## src/rtl/cfgport_pkg.sv

```systemverilog
package cfgport_pkg;
    localparam int CFG_DW = 8;
    localparam int OFS_W  = 2;

    localparam logic [OFS_W-1:0] OFS_INDEX = 2'd0;
    localparam logic [OFS_W-1:0] OFS_DATA  = 2'd1;
    localparam logic [OFS_W-1:0] OFS_GATE  = 2'd2;
    localparam logic [OFS_W-1:0] OFS_RESET = 2'd3;

    localparam int SHD_RD_BIT = 1;
    localparam int SHD_WR_BIT = 0;

    typedef enum logic [1:0] {
        RS_IDLE = 2'd0,
        RS_FIRE = 2'd1,
        RS_HOLD = 2'd2
    } rst_state_e;

    function automatic logic [CFG_DW-1:0] cfg_rst_val(input int i);
        case (i)
            0:       return 8'h90;
            1:       return 8'hFF;
            2:       return 8'h8A;
            3:       return 8'h88;
            6:       return 8'h1B;
            8:       return 8'h38;
            default: return 8'h00;
        endcase
    endfunction

    function automatic logic [CFG_DW-1:0] cfg_ro_mask(input int i);
        return (i == 5) ? 8'h10 : 8'h00;
    endfunction
endpackage

```

## src/rtl/cfg_regfile.sv

```systemverilog
module cfg_regfile
    import cfgport_pkg::*;
#(
    parameter int IDX_LO = 1,
    parameter int IDX_HI = 36
) (
    input  logic                          clk,
    input  logic                          rst_n,
    input  logic                          idx_wr,
    input  logic                          data_wr,
    input  logic [CFG_DW-1:0]             wdata,
    output logic [CFG_DW-1:0]             idx_q,
    output logic [CFG_DW-1:0]             rdata,
    output logic [(IDX_HI+1)*CFG_DW-1:0]  rf_flat
);
    localparam int NREG = IDX_HI + 1;

    always_ff @(posedge clk or negedge rst_n) begin
        if (!rst_n)      idx_q <= '0;
        else if (idx_wr) idx_q <= wdata;
    end

    for (genvar g = 0; g < NREG; g++) begin : g_reg
        localparam logic [CFG_DW-1:0] RST = cfg_rst_val(g);
        localparam logic [CFG_DW-1:0] ROM = cfg_ro_mask(g);
        logic [CFG_DW-1:0] q;
        if (g < IDX_LO) begin : g_fixed
            assign q = RST;
        end else begin : g_rw
            always_ff @(posedge clk or negedge rst_n) begin
                if (!rst_n)
                    q <= RST;
                else if (data_wr && (idx_q == CFG_DW'(g)))
                    q <= (q & ROM) | (wdata & ~ROM);
            end
        end
        assign rf_flat[g*CFG_DW +: CFG_DW] = q;
    end

    always_comb begin
        rdata = '0;
        for (int i = 0; i < NREG; i++) begin
            if (idx_q == CFG_DW'(i)) rdata = rf_flat[i*CFG_DW +: CFG_DW];
        end
    end
endmodule

```

## src/rtl/shadow_decode.sv

```systemverilog
module shadow_decode
    import cfgport_pkg::*;
#(
    parameter int ADDR_W    = 20,
    parameter int SEG_SH    = 14,
    parameter int SHD_REGS  = 6,
    parameter int WIN_SEG0  = 40,
    parameter int BIOS_SEG0 = 16
) (
    input  logic [ADDR_W-1:0]          mem_addr,
    input  logic [SHD_REGS*CFG_DW-1:0] shd_bits,
    output logic                       mem_rd_int,
    output logic                       mem_wr_int,
    output logic                       bios_shd_rd,
    output logic                       bios_shd_wr
);
    localparam int SEGS  = SHD_REGS * (CFG_DW / 2);
    localparam int SEG_W = ADDR_W - SEG_SH;

    logic [SEG_W-1:0] seg_num;
    logic [SEG_W-1:0] seg_off;
    logic             in_win;
    logic [SEGS-1:0]  hit, rd_bits, wr_bits, bios_rd_m, bios_wr_m;

    assign seg_num = mem_addr[ADDR_W-1:SEG_SH];
    assign in_win  = seg_num >= SEG_W'(WIN_SEG0);
    assign seg_off = seg_num - SEG_W'(WIN_SEG0);

    for (genvar s = 0; s < SEGS; s++) begin : g_seg
        assign hit[s]     = in_win && (seg_off == SEG_W'(s));
        assign rd_bits[s] = shd_bits[2*s + SHD_RD_BIT];
        assign wr_bits[s] = shd_bits[2*s + SHD_WR_BIT];
        if (s >= BIOS_SEG0) begin : g_bios
            assign bios_rd_m[s] = rd_bits[s];
            assign bios_wr_m[s] = wr_bits[s];
        end else begin : g_low
            assign bios_rd_m[s] = 1'b0;
            assign bios_wr_m[s] = 1'b0;
        end
    end

    assign mem_rd_int  = |(hit & rd_bits);
    assign mem_wr_int  = |(hit & wr_bits);
    assign bios_shd_rd = |bios_rd_m;
    assign bios_shd_wr = |bios_wr_m;
endmodule

```

## src/rtl/softrst_fsm.sv

```systemverilog
module softrst_fsm
    import cfgport_pkg::*;
(
    input  logic clk,
    input  logic rst_n,
    input  logic trig,
    output logic pulse
);
    rst_state_e state_q, state_d;

    always_ff @(posedge clk or negedge rst_n) begin
        if (!rst_n) state_q <= RS_IDLE;
        else        state_q <= state_d;
    end

    always_comb begin
        state_d = state_q;
        unique case (state_q)
            RS_IDLE: if (trig)  state_d = RS_FIRE;
            RS_FIRE: state_d = trig ? RS_HOLD : RS_IDLE;
            RS_HOLD: if (!trig) state_d = RS_IDLE;
            default: state_d = RS_IDLE;
        endcase
    end

    always_comb begin
        pulse = (state_q == RS_FIRE);
    end
endmodule

```

## src/rtl/cfgport_shadow_ctl.sv

```systemverilog
module cfgport_shadow_ctl
    import cfgport_pkg::*;
#(
    parameter int ADDR_W   = 20,
    parameter int IDX_LO   = 1,
    parameter int IDX_HI   = 36,
    parameter int SHD_BASE = 13,
    parameter int SHD_REGS = 6
) (
    input  logic              clk,
    input  logic              rst_n,
    input  logic [OFS_W-1:0]  io_ofs,
    input  logic              io_wr,
    input  logic              io_rd,
    input  logic [CFG_DW-1:0] io_wdata,
    output logic [CFG_DW-1:0] io_rdata,
    input  logic [ADDR_W-1:0] mem_addr,
    output logic              mem_rd_int,
    output logic              mem_wr_int,
    output logic              bios_shd_rd,
    output logic              bios_shd_wr,
    output logic              a20_gate,
    output logic              cpu_rst_pulse
);
    localparam int RF_W = (IDX_HI + 1) * CFG_DW;

    logic [CFG_DW-1:0] cur_idx, data_rd;
    logic [RF_W-1:0]   rf_flat;

    cfg_regfile #(.IDX_LO(IDX_LO), .IDX_HI(IDX_HI)) u_regs (
        .clk     (clk),
        .rst_n   (rst_n),
        .idx_wr  (io_wr && io_ofs == OFS_INDEX),
        .data_wr (io_wr && io_ofs == OFS_DATA),
        .wdata   (io_wdata),
        .idx_q   (cur_idx),
        .rdata   (data_rd),
        .rf_flat (rf_flat)
    );

    shadow_decode #(.ADDR_W(ADDR_W), .SHD_REGS(SHD_REGS)) u_shd (
        .mem_addr    (mem_addr),
        .shd_bits    (rf_flat[(SHD_BASE+SHD_REGS)*CFG_DW-1 : SHD_BASE*CFG_DW]),
        .mem_rd_int  (mem_rd_int),
        .mem_wr_int  (mem_wr_int),
        .bios_shd_rd (bios_shd_rd),
        .bios_shd_wr (bios_shd_wr)
    );

    softrst_fsm u_rst (
        .clk   (clk),
        .rst_n (rst_n),
        .trig  (io_rd && io_ofs == OFS_RESET),
        .pulse (cpu_rst_pulse)
    );

    always_ff @(posedge clk or negedge rst_n) begin
        if (!rst_n)                           a20_gate <= 1'b0;
        else if (io_wr && io_ofs == OFS_GATE) a20_gate <= 1'b0;
        else if (io_rd && io_ofs == OFS_GATE) a20_gate <= 1'b1;
    end

    always_comb begin
        unique case (io_ofs)
            OFS_INDEX: io_rdata = cur_idx;
            OFS_DATA:  io_rdata = data_rd;
            default:   io_rdata = '1;
        endcase
    end
endmodule

```

## config.mk

```make
export PLATFORM = sky130hd
export DESIGN_NAME = cfgport_shadow_ctl
export DESIGN_NICKNAME = d
export VERILOG_FILES = /design/src/rtl/cfgport_pkg.sv /design/src/rtl/cfg_regfile.sv /design/src/rtl/shadow_decode.sv /design/src/rtl/softrst_fsm.sv /design/src/rtl/cfgport_shadow_ctl.sv
export SDC_FILE = /design/constraint.sdc
export NUM_CORES = 1
export LEC_CHECK = 0
export BUFFER_PORTS_ARGS = -buffer_cell sky130_fd_sc_hd__buf_4
export CORE_MARGIN = 2
export CORE_UTILIZATION = 45
export CTS_CLUSTER_SIZE = 20
export DETAILED_ROUTE_END_ITERATION = 8
export REMOVE_ABC_BUFFERS = 1
export SETUP_SLACK_MARGIN = 0.02
export SYNTH_ARGS = -nofsm -noshare
export SYNTH_HDL_FRONTEND = slang
export SYNTH_SLANG_ARGS = --single-unit
```

## constraint.sdc

```tcl
create_clock -name clk -period 2.7 [get_ports clk]
set_input_delay 0.135 -clock clk [delete_from_list [all_inputs] [get_ports clk]]
set_output_delay 0.135 -clock clk [all_outputs]
set_load 0.1 [all_outputs]
```

==> qor.txt <==
status: finished with violations
failing checks: negative setup slack
Adder-Cell Fraction of Synth Area: 0.000818
Worst Hold Class: input port to flip-flop
maximum vdd drop: 0.604 mV
detailed-route DRC error count: 0
root buffer cell: clkbuf_16
vias in the first global route: 13000
CTS max path bufs: 3
GRT Total Usage: 0.303
most used cell, CP: a311oi_2
switching share of total power: 0.306
Initial DRC Count: 888
Worst Skew: 0.0321 ns
cell class contributing the biggest share of worst-path delay: compound AO/OA/AOI/OAI gates
Switch Pwr: 3.96 mW
buffer and inverter count on the worst path: 2
Antenna Cells: 0
PwrDens: 656 nW/um2
PortBufs: 33
largest family of logic cells by synthesized area: multiplexers
largest net degree at the start of global routing: 77
Comb pwr share: 0.233
Worst R2R Path Depth: 9
number of distinct library cells after synthesis: 76
wire length per cell: 26.1 um
Post-Synth Simple-Gate Area: 0.0973
initial antenna violation count: 0
crit-path max FO: 4
Final Power: 12.9 mW
Final WS setup: -0.688 ns
clock share of power: 0.381
Avg Vias per Cell: 6.12
relative max-transition margin: 0.513
footprint of the multi-input gates: 7870 um2
multiplexer share of the synthesized area: 0.251
Fin. Hold Viols: 0
CORE AREA: 33500 um2
Crit path largest cell delay: 0.59 ns
Critical Path AT: 3.25 ns
Fillers: 2880
Mapped Area: 15300 um2
CTS buffer count: 35
RSZ-0062 raised after global routing: yes
f_max: 295 MHz
sequential cell area fraction in the yosys report: 0.489
P_leak: 9.16 nW
die area: 35500 um2
Critical Path Start Type: flip-flop
worst-margin pin slew: 0.728 ns
Slowest-stage cell, CP: or4_4
min cycle time layout: 3.39 ns
Cells after Synth: 1334
Hold Crit Endpoint: u_regs.idx_q[0]
Layout area overhead: 28.9%
Pint: 8.97 mW
Skew-Pair Late Insertion Delay: 0.54 ns
xor and xnor fraction of the mapped netlist area: 0.000573
die outline width: 188 um
number of synthesized flops with an enable pin: 0
first-pass GRT wire length: 81600 um
r2r endpoint: u_regs.g_reg[35].q[3]
Synth Register Bits: 298
clk slew on worst S/H paths: 0.06 ns
Initial Util: 0.456
average size of a mapped cell: 11.5 um2
proportion of layout cells with a drive suffix above 1: 0.501
Synthesis Warnings: 0
Crit path depth: 9
fin. max-slew vios: 0
FF/Latch Area: 7490 um2
FP Rows: 67
TritonRoute pass-1 iters: 5
Top Ports: 48
Total Nets Final: 1595
max-capacitance violation count: 0
DP Area: 17500 um2
TritonCTS Sinks: 298
CP required: 2.57 ns
post-synthesis compound-gate area fraction: 0.130
R2R Setup Slk: 0.09 ns
DP Worst Slack: -0.420 ns
Die H: 188 um
Layout Utilization: 0.588
r2r startpoint: u_regs.idx_q[4]
final setup fails: 8
htree depth: 2
wirelength, routed: 53100 um
Setup CP Type: flip-flop to output port
Placer Congestion: 0.954
HPWL after DPL: 36500 um
period utilization: 1.25
Hold Crit Start: io_wdata[0]
Routed Antenna Nets: 0
routed vias: 12400
fin area: 19700 um2
crit path capture type: output port
Cell Chain, Critical Path: or4_4 > a311oi_2 > o31ai_2 > a221oi_2 > a2111oi_2 > a311oi_2 > buf_4 > o31a_1 > buf_12
Flop pwr share: 0.386
Hold Path Depth: 3
asr flop ratio synth: 1.00
CTS tree: yes
total grt overflow: 0
Main synth FF type: dfrtp_1
[how the worst max path moves through the flow]
stage               slack [ns]       startpoint          end
floorplan                -3.17  u_regs.idx_q[0]  io_rdata[5]
global placement         -0.46  u_regs.idx_q[7]  io_rdata[6]
detailed placement       -0.42  u_regs.idx_q[7]  io_rdata[6]
CTS                      -0.66  u_regs.idx_q[4]  io_rdata[1]
global route             -0.78  u_regs.idx_q[7]  io_rdata[1]
finish                   -0.69  u_regs.idx_q[7]  io_rdata[1]
[logic make-up (layout without fill, tap and decap cells)]
| family | count (synthesis) | after routing |
|---|---|---|
| multiplexers | 342 | 342 |
| AND/OR/NAND/NOR | 289 | 289 |
| adder cells (fa/ha/maj) | 1 | 1 |
| XOR/XNOR | 1 | 1 |
| AO/OA/AOI/OAI | 289 | 289 |
| buffers and inverters | 114 | 367 |
| flip-flops | 298 | 298 |
[cell type report]
| cell class | instances | area share |
|---|---|---|
| Tap cell | 448 | 0.0284 |
| Clock inverter | 16 | 0.00913 |
| Clock buffer | 48 | 0.0516 |
| Multi-Input combinational cell | 922 | 0.399 |
| Inverter | 11 | 0.00247 |
| Timing Repair Buffer | 292 | 0.130 |
| Sequential cell | 298 | 0.380 |
[sequential cells by signal (all words and copies together) (netlist names)]
signal         count
a20_gate           1
u_regs.idx_q       8
u_rst.state_q      2
u_regs.g.q       287
[worst reg2reg max path, delay by kind of cell, from the launching register on]
| family | cells | cell delay, ns |
|---|---|---|
| buffers and inverters | 5 | 0.64 |
| multiplexers | 1 | 0.36 |
| flip-flops | 1 | 0.40 |
| AND/OR/NAND/NOR | 3 | 1.07 |
[per-stage QoR]
stage / setup TNS [ns] / hold WS (ns) / cells
after floorplan: -248.19 / -0.161 / 1231
after detailed placement: -2.17 / 0.177 / 1939
after global placement: -2.12 / 0.178 / 1939
final: -4.61 / 0.137 / 2035
after global routing: -5.25 / 0.135 / 2035
after CTS: -4.69 / 0.113 / 2033
[routing by layer]
layer  part of all wire  GRT usage
met4              0.028     0.0904
met3              0.064     0.0481
met5                  0          0
met2               0.46      0.483
met1               0.45      0.429
[repair_timing]
| action | CTS | global route |
|---|---|---|
| setup endpoints to repair | 8 | 16 |
| resized for setup | 133 | 38 |
| pin swaps | 33 | 22 |
| hold buffers | 5 | 0 |
| endpoints found under the hold margin | 69 | 0 |
| buffers inserted | 27 | 3 |
[cell usage in the layout (no fill, tap or decap), drive strengths merged, types with 25 or more instances in the layout]
cell    instances
a21oi          59
buf           287
clkbuf         48
dfrtp         278
mux2          318
nand2          72
nand3          35
nor2           83
nor3           32
o21ai          53
o22ai          25
[power groups by stage]
stage	clock network [mW]	registers [mW]	logic [mW]
floorplan	0	5.10	1.13
global placement	0	5.06	2.53
detailed placement	0	5.07	2.56
CTS	5.00	4.98	2.91
global route	5.19	5.01	3.16
finish	4.93	4.99	3.02
[cell usage after synthesis, types with 9 or more instances]
| cell | number | share of area |
|---|---|---|
| a211oi_1 | 11 | 0.0054 |
| a21oi_1 | 59 | 0.019 |
| a221o_1 | 9 | 0.0059 |
| a221oi_1 | 16 | 0.0092 |
| a22oi_1 | 15 | 0.0074 |
| a31oi_1 | 11 | 0.0045 |
| buf_1 | 12 | 0.0029 |
| buf_2 | 22 | 0.0072 |
| clkbuf_1 | 67 | 0.016 |
| dfrtp_1 | 278 | 0.45 |
| dfstp_2 | 20 | 0.034 |
| inv_1 | 11 | 0.0027 |
| mux2_2 | 313 | 0.23 |
| mux2i_1 | 22 | 0.014 |
| nand2_1 | 72 | 0.018 |
| nand3_1 | 32 | 0.010 |
| nor2_1 | 80 | 0.020 |
| nor2b_1 | 11 | 0.0045 |
| nor3_1 | 22 | 0.0072 |
| nor4_1 | 10 | 0.0041 |
| o21ai_0 | 53 | 0.017 |
| o22ai_1 | 25 | 0.010 |
| o31ai_1 | 9 | 0.0044 |
Power figures use the tool's default switching activity.
